### src/rtl/smb_host_pkg.sv
package smb_host_pkg;
  localparam int DW = 8;

  localparam logic [2:0] OFS_STAT = 3'd0;
  localparam logic [2:0] OFS_CTL  = 3'd2;
  localparam logic [2:0] OFS_CMD  = 3'd3;
  localparam logic [2:0] OFS_ADR  = 3'd4;
  localparam logic [2:0] OFS_D0   = 3'd5;
  localparam logic [2:0] OFS_D1   = 3'd6;
  localparam logic [2:0] OFS_BLK  = 3'd7;

  localparam logic [2:0] PR_QUICK = 3'd0;
  localparam logic [2:0] PR_BYTE  = 3'd1;
  localparam logic [2:0] PR_BDATA = 3'd2;
  localparam logic [2:0] PR_WORD  = 3'd3;
  localparam logic [2:0] PR_BLOCK = 3'd5;

  localparam int CTL_START_BIT = 6;

  function automatic logic proto_ok(input logic [2:0] p);
    return (p == PR_QUICK) || (p == PR_BYTE) || (p == PR_BDATA) ||
           (p == PR_WORD) || (p == PR_BLOCK);
  endfunction
endpackage

### src/rtl/smb_blk_buf.sv
module smb_blk_buf #(
  parameter int DEPTH = 32,
  parameter int DW    = 8,
  localparam int IDX_W = $clog2(DEPTH)
) (
  input  logic             clk,
  input  logic             rst_n,
  input  logic             clr_idx,
  input  logic             port_wr,
  input  logic             port_rd,
  input  logic [DW-1:0]    port_wdata,
  output logic [DW-1:0]    port_rdata,
  input  logic             eng_we,
  input  logic [IDX_W-1:0] eng_idx,
  input  logic [DW-1:0]    eng_wdata,
  output logic [DW-1:0]    eng_rdata
);
  localparam logic [IDX_W-1:0] LAST = IDX_W'(DEPTH - 1);

  logic [DW-1:0]    mem [DEPTH];
  logic [IDX_W-1:0] idx_q;

  always_ff @(posedge clk or negedge rst_n) begin
    if (!rst_n) begin
      idx_q <= '0;
      for (int i = 0; i < DEPTH; i++) mem[i] <= '0;
    end else begin
      if (port_wr) mem[idx_q] <= port_wdata;
      if (eng_we)  mem[eng_idx] <= eng_wdata;
      if (clr_idx)
        idx_q <= '0;
      else if (port_wr || port_rd)
        idx_q <= (idx_q == LAST) ? '0 : idx_q + 1'b1;
    end
  end

  assign port_rdata = mem[idx_q];
  assign eng_rdata  = mem[eng_idx];

  p_idx_wrap_r8: assert property (@(posedge clk) disable iff (!rst_n)
    ((port_wr || port_rd) && !clr_idx && idx_q == LAST) |=> idx_q == '0);
  p_idx_clear_r9: assert property (@(posedge clk) disable iff (!rst_n)
    clr_idx |=> idx_q == '0);
endmodule

### src/rtl/smb_txn_seq.sv
module smb_txn_seq
  import smb_host_pkg::*;
(
  input  logic        clk,
  input  logic        rst_n,
  input  logic        start,
  input  logic [2:0]  proto,
  input  logic [7:0]  adr,
  input  logic [7:0]  cmd,
  input  logic [7:0]  d0,
  input  logic [7:0]  d1,
  output logic        req_valid,
  input  logic        req_ready,
  output logic [2:0]  req_proto,
  output logic        req_read,
  output logic [6:0]  req_target,
  output logic [7:0]  req_cmd,
  output logic [15:0] req_wdata,
  input  logic        rsp_valid,
  output logic        rsp_ready,
  input  logic [15:0] rsp_data,
  output logic        busy,
  output logic        done_pulse,
  output logic        fail_pulse,
  output logic        wb_lo_en,
  output logic        wb_hi_en,
  output logic [15:0] wb_data
);
  typedef enum logic [1:0] {ST_IDLE, ST_REQ, ST_WAIT} st_t;
  st_t st_q;

  logic        launch;
  logic [15:0] wdata_sel;

  assign launch     = start && (st_q == ST_IDLE) && proto_ok(proto);
  assign fail_pulse = start && (st_q == ST_IDLE) && !proto_ok(proto);

  always_comb begin
    wdata_sel = '0;
    if (!adr[0]) begin
      case (proto)
        PR_BDATA, PR_BLOCK: wdata_sel = {8'h00, d0};
        PR_WORD:            wdata_sel = {d1, d0};
        default:            wdata_sel = '0;
      endcase
    end
  end

  always_ff @(posedge clk or negedge rst_n) begin
    if (!rst_n) begin
      st_q       <= ST_IDLE;
      req_proto  <= '0;
      req_read   <= 1'b0;
      req_target <= '0;
      req_cmd    <= '0;
      req_wdata  <= '0;
    end else begin
      case (st_q)
        ST_IDLE: if (launch) begin
          st_q       <= ST_REQ;
          req_proto  <= proto;
          req_read   <= adr[0];
          req_target <= adr[7:1];
          req_cmd    <= cmd;
          req_wdata  <= wdata_sel;
        end
        ST_REQ:  if (req_ready) st_q <= ST_WAIT;
        ST_WAIT: if (rsp_valid) st_q <= ST_IDLE;
        default: st_q <= ST_IDLE;
      endcase
    end
  end

  assign req_valid  = (st_q == ST_REQ);
  assign rsp_ready  = (st_q == ST_WAIT);
  assign busy       = (st_q != ST_IDLE);
  assign done_pulse = rsp_ready && rsp_valid;
  assign wb_lo_en   = done_pulse && req_read && (req_proto != PR_QUICK);
  assign wb_hi_en   = done_pulse && req_read && (req_proto == PR_WORD);
  assign wb_data    = rsp_data;

  p_req_hold_r3: assert property (@(posedge clk) disable iff (!rst_n)
    (req_valid && !req_ready) |=> (req_valid && $stable(req_wdata) &&
      $stable(req_target) && $stable(req_proto) && $stable(req_cmd)));
  p_rsp_gate_r12: assert property (@(posedge clk) disable iff (!rst_n)
    rsp_ready |-> (busy && !req_valid));
  p_bad_proto_r7: assert property (@(posedge clk) disable iff (!rst_n)
    fail_pulse |=> !req_valid);
endmodule

### src/rtl/smb_host_regs.sv
module smb_host_regs
  import smb_host_pkg::*;
#(
  parameter int BUF_DEPTH = 32,
  localparam int IDX_W = $clog2(BUF_DEPTH)
) (
  input  logic             clk,
  input  logic             rst_n,
  input  logic             reg_wr,
  input  logic             reg_rd,
  input  logic [2:0]       reg_addr,
  input  logic [7:0]       reg_wdata,
  output logic [7:0]       reg_rdata,
  output logic             req_valid,
  input  logic             req_ready,
  output logic [2:0]       req_proto,
  output logic             req_read,
  output logic [6:0]       req_target,
  output logic [7:0]       req_cmd,
  output logic [15:0]      req_wdata,
  input  logic             rsp_valid,
  output logic             rsp_ready,
  input  logic [15:0]      rsp_data,
  input  logic             eng_buf_we,
  input  logic [IDX_W-1:0] eng_buf_idx,
  input  logic [7:0]       eng_buf_wdata,
  output logic [7:0]       eng_buf_rdata
);
  logic [4:0] ctl_q;
  logic [7:0] cmd_q, adr_q, d0_q, d1_q;
  logic       done_q, fail_q;

  logic        start, busy, done_pulse, fail_pulse, wb_lo_en, wb_hi_en;
  logic [15:0] wb_data;
  logic [7:0]  blk_rdata;
  logic        wr_stat, wr_ctl;

  assign wr_stat = reg_wr && (reg_addr == OFS_STAT);
  assign wr_ctl  = reg_wr && (reg_addr == OFS_CTL);
  assign start   = wr_ctl && reg_wdata[CTL_START_BIT];

  smb_txn_seq u_seq (
    .clk, .rst_n, .start,
    .proto(reg_wdata[4:2]), .adr(adr_q), .cmd(cmd_q), .d0(d0_q), .d1(d1_q),
    .req_valid, .req_ready, .req_proto, .req_read, .req_target, .req_cmd,
    .req_wdata, .rsp_valid, .rsp_ready, .rsp_data,
    .busy, .done_pulse, .fail_pulse, .wb_lo_en, .wb_hi_en, .wb_data
  );

  smb_blk_buf #(.DEPTH(BUF_DEPTH), .DW(DW)) u_buf (
    .clk, .rst_n, .clr_idx(start),
    .port_wr(reg_wr && reg_addr == OFS_BLK),
    .port_rd(reg_rd && reg_addr == OFS_BLK),
    .port_wdata(reg_wdata), .port_rdata(blk_rdata),
    .eng_we(eng_buf_we), .eng_idx(eng_buf_idx),
    .eng_wdata(eng_buf_wdata), .eng_rdata(eng_buf_rdata)
  );

  always_ff @(posedge clk or negedge rst_n) begin
    if (!rst_n) begin
      ctl_q  <= '0;
      cmd_q  <= '0;
      adr_q  <= '0;
      d0_q   <= '0;
      d1_q   <= '0;
      done_q <= 1'b0;
      fail_q <= 1'b0;
    end else begin
      if (wr_ctl) ctl_q <= reg_wdata[4:0];
      if (reg_wr && reg_addr == OFS_CMD) cmd_q <= reg_wdata;
      if (reg_wr && reg_addr == OFS_ADR) adr_q <= reg_wdata;
      if (wb_lo_en) d0_q <= wb_data[7:0];
      else if (reg_wr && reg_addr == OFS_D0) d0_q <= reg_wdata;
      if (wb_hi_en) d1_q <= wb_data[15:8];
      else if (reg_wr && reg_addr == OFS_D1) d1_q <= reg_wdata;
      if (done_pulse) done_q <= 1'b1;
      else if (wr_stat && reg_wdata[1]) done_q <= 1'b0;
      if (fail_pulse) fail_q <= 1'b1;
      else if (wr_stat && reg_wdata[2]) fail_q <= 1'b0;
    end
  end

  always_comb begin
    case (reg_addr)
      OFS_STAT: reg_rdata = {5'b0, fail_q, done_q, busy};
      OFS_CTL:  reg_rdata = {3'b0, ctl_q};
      OFS_CMD:  reg_rdata = cmd_q;
      OFS_ADR:  reg_rdata = adr_q;
      OFS_D0:   reg_rdata = d0_q;
      OFS_D1:   reg_rdata = d1_q;
      OFS_BLK:  reg_rdata = blk_rdata;
      default:  reg_rdata = '0;
    endcase
  end

  p_done_after_rsp_r6: assert property (@(posedge clk) disable iff (!rst_n)
    $rose(done_q) |-> $past(rsp_valid && rsp_ready));
  p_busy_until_rsp_r6: assert property (@(posedge clk) disable iff (!rst_n)
    (busy && !(rsp_valid && rsp_ready)) |=> busy);
endmodule

### config.mk
export PLATFORM = sky130hd
export DESIGN_NAME = smb_host_regs
export DESIGN_NICKNAME = d
export VERILOG_FILES = /design/src/rtl/smb_host_pkg.sv /design/src/rtl/smb_blk_buf.sv /design/src/rtl/smb_txn_seq.sv /design/src/rtl/smb_host_regs.sv
export SDC_FILE = /design/constraint.sdc
export NUM_CORES = 1
export LEC_CHECK = 0
export ABC_CLOCK_PERIOD_IN_PS = 2400
export BUFFER_PORTS_ARGS = -buffer_cell sky130_fd_sc_hd__buf_2
export CAP_MARGIN = 0
export CORE_ASPECT_RATIO = 1.1
export CORE_MARGIN = 2
export CORE_UTILIZATION = 55
export CTS_CLUSTER_DIAMETER = 200
export DETAILED_ROUTE_END_ITERATION = 10
export PLACE_DENSITY = 0.71
export SETUP_SLACK_MARGIN = 0.3
export SLEW_MARGIN = 20
export SYNTH_ARGS = -nofsm -noshare
export SYNTH_HDL_FRONTEND = slang
export SYNTH_SLANG_ARGS = --single-unit
### constraint.sdc
create_clock -name clk -period 2.4 [get_ports clk]
set_clock_uncertainty 0.05 [all_clocks]
set_input_delay 0.24 -clock clk [delete_from_list [all_inputs] [get_ports clk]]
set_output_delay 0.24 -clock clk [all_outputs]
set_load 0.05 [all_outputs]
==> results.toml <==
[synth]
async_reset_ff_share_pct = 100
syn_avg_cell_area_um2 = 10.2
synth_area_leaders = "dfrtp_1, mux2i_1, mux4_2"
synth-simple-area-share_pct = 11.8
syn-num-nets = 2014
synth_top_family_by_area = "multiplexers"
synth_compound_area_share_pct = 11.8
yosysUniqueCellTypes = 54
synth_warnings = 0
synth_cells = 1962
synth-xor-area-share_pct = 0
yosys_most_used_dff = "dfrtp_1"
synthMuxAreaShare_pct = 29.8
syn_area_um2 = 20100
post_synth_fa_ha_maj_area_fraction_pct = 0.311
synth_edf_count = 0
yosysTopAreaCellShare_pct = 41.9
yosysSeqAreaShare_pct = 41.9
synth-seq-cells = 337
synth.largest_area_cell = "dfrtp_1"

[cells_and_area]
nets = 2217
area_growth_pct = 24.3
final_layout_size_suffix_gt1_share_pct = 29.4
final.fill_count = 2655
diodes = 0
finish.instance_area_um2 = 25000

[run_status]
run_status = "complete, but fails checks"
violations = "setup timing"

[worst_setup_path]
worstSetupPathType = "reg2out"
crit_path_top_delay_cell = "or4_4"
worstSetupStartpoint = "u_buf.idx_q[1]"
worstRegToRegCells = 7
path_cells = "buf_12 > buf_8 > buf_12 > mux2i_2 > buf_4 > o22ai_2 > or4_4 > nor2_4 > buf_6 > o21ai_4 > buf_6"
crit_family = "buffers and inverters"
crit_buf_inv = 6
worstReg2RegStart = "u_buf.idx_q[1]"
max_stage_delay_ns = 0.53
regToRegSetupSlack_ns = 0.19
start_kind = "register"
crit_end = "reg_rdata[5]"
cp.depth = 11
crit_path_end_kind = "output pin"
crit_required_ns = 2.11
reg2reg_to = "u_buf.idx_q[3]"
worstPathMaxFanout = 6
arrival_ns = 2.88

[global_routing]
grt_pass1_vias = 17700
grt_overflow_total = 0
grt_usage_pct = 40.6
grt_pass1_wl_um = 115000
antenna_found_initial = 0
grt_max_degree = 83

[floorplan]
start_util_pct = 55.7
coreArea_um2 = 36100
die_area_um2 = 38100
rows = 73
io_pins = 100
die_w_um = 186
fp.dieH_um = 205

[timing]
worst_slew_pin_slew_ns = 0.795
finalMaxSlewViolations = 0
slew_headroom_pct = 47.0
hold_viol_final = 0
fmax_mhz = 315
setup_viol = 16
fin_crit_ns = 3.17
fin_ws_ns = -0.771
fin_crit_sh_pct = 132
rsz0062_at_grt = "yes"

[detailed_routing]
num_vias = 17500
drtAntennaViolNets = 0
totalWireLength_um = 77200
dr.pass1.iters = 7
via_per_inst = 6.55
drc = 0
drt_first_iter_violations = 1850
wire_per_inst_um = 28.8

[power]
seqPwrFrac_pct = 36.2
power_density_nw_per_um2 = 995
comb_power_share_pct = 39.7
p_leak_uw = 0.0124
p_switching_uw = 9310
power_switching_share_pct = 37.5
p_int_uw = 15500
clkPwrFrac_pct = 24.1
ir_drop_mv = 0.730

[placement]
dpl_cell_area_um2 = 22300
gp_congestion = 1.04
post-place-ws_ns = -0.443
numPortBuffers = 99
dp_hpwl_um = 53700

[clock_network]
clock_latency_ns = 0.53
cts.sinks = 337
clockRootBuffer = "clkbuf_16"
clk_pin_slew_worst_paths_ns = 0.07
cts_tree = "built"
clockBufferDepth = 3
cts_buffers = 36
h-tree-depth = 2

[hold_path]
hp-class = "in2reg"

[run]
maxCapViolCount = 0
## routing by layer
layer | track usage [%] | part of all wire (%)
met1 | 50.4 | 37
met4 | 24.9 | 7.0
met5 | 0 | 0
met2 | 66.4 | 47
met3 | 7.78 | 8.8
## tightest hold or removal path: cells and delay by family
kind	cells	cell delay [ns]
buffers and inverters	2	0.25
AOI/OAI and AO/OA	2	0.14
## logic make-up after synthesis
family,after synthesis
adder cells (fa/ha/maj),5
multiplexers,508
flip-flops,337
AND/OR/NAND/NOR,500
AO/OA/AOI/OAI,429
buffers and inverters,183
## area by class of cell
type | instances | area, um2 | share of cell area, %
Multi-Input combinational cell | 1442 | 11700 | 46.9
Tap cell | 487 | 609 | 2.44
Inverter | 8 | 30.0 | 0.120
Clock inverter | 13 | 203 | 0.811
Timing Repair Buffer | 340 | 2930 | 11.7
Clock buffer | 50 | 1040 | 4.18
Sequential cell | 337 | 8450 | 33.8
## layout by cell type (no fill, tap or decap), types with 14 or more instances in the layout
cell             n
dfrtp_1        326
a22oi_2         17
mux2_2          23
nand2_1        153
nand2_4         16
buf_12          23
a21oi_1        198
mux2_4          14
clkbuf_16       38
o21ai_0         93
dlygate4sd3_1   19
buf_2           81
buf_4          177
buf_6           31
or4_4           17
mux2i_2         20
o22ai_1         49
a22oi_1         17
mux4_2          65
o22ai_2         17
nor2_1         207
mux2i_1        376
## worst min path at each step
stage	start	endpoint	slack, ns	depth (start not counted)
final	reg_wdata[4]	fail_q	0.09	4
after global routing	reg_wdata[4]	fail_q	0.10	4
after CTS	reg_wdata[4]	fail_q	0.07	4
after detailed placement	rst_n	u_seq.req_target[3]	0.15	1
after global placement	rst_n	u_seq.req_target[2]	0.15	1
after floorplan	rst_n	adr_q[0]	-0.11	0
## sequential cells by signal (all words and copies together), names as in the netlist, 3 cells and up
register          cells
u_seq.req_wdata      16
ctl_q                 5
d1_q                  8
u_seq.req_cmd         8
u_seq.req_proto       3
adr_q                 8
d0_q                  8
u_buf.idx_q           5
u_buf.mem           256
u_seq.req_target      7
cmd_q                 8
## power groups by stage
stage	clock network, uW	registers [uW]	logic, uW
4_1_cts	6030	8830	9270
6_report	5990	9000	9860
2_1_floorplan	0	8360	4990
3_3_place_gp	0	8870	8040
3_5_place_dp	0	8900	8220
5_1_grt	6240	9040	10300
## through the flow
step	util [%]	setup TNS, ns	hold WS (ns)	cells	total power, uW
2_1_floorplan	-	0	-0.106	1962	13400
3_3_place_gp	61.8	-11.02	0.145	2580	16900
3_5_place_dp	61.8	-11.61	0.145	2580	17100
4_1_cts	67.9	-6.89	0.0747	2672	24100
5_1_grt	69.3	-7.42	0.104	2677	25500
6_report	69.3	-7.24	0.0867	2677	24900
## synthesized netlist by cell type (all sizes together) (2+ instances only)
| cell | number |
|---|---|
| a32oi | 3 |
| mux2 | 39 |
| buf | 68 |
| and3b | 4 |
| a22o | 5 |
| nand4 | 9 |
| dfrtp | 337 |
| or4b | 5 |
| nor3b | 6 |
| o21ai | 113 |
| a21oi | 200 |
| and3 | 4 |
| mux2i | 404 |
| o22ai | 66 |
| clkbuf | 107 |
| a22oi | 34 |
| nand4bb | 5 |
| a222oi | 2 |
| nand3 | 8 |
| or4 | 18 |
| nor2 | 217 |
| inv | 8 |
| mux4 | 65 |
| a31oi | 3 |
| ha | 5 |
| nand4b | 7 |
| and2 | 5 |
| nand2b | 4 |
| nand2 | 181 |
| nor2b | 12 |
| nor3 | 10 |
## repair_timing
item                                    4_1_cts  5_1_grt
endpoints found under the setup margin      194      206
cloned                                        4        1
gates resized for setup                     143       96
hold buffers                                 19        0
endpoints found under the hold margin       114        0
setup buffers                                 6        4
pin swaps                                    32       27
Note: power is estimated with default switching activity, not from simulation.
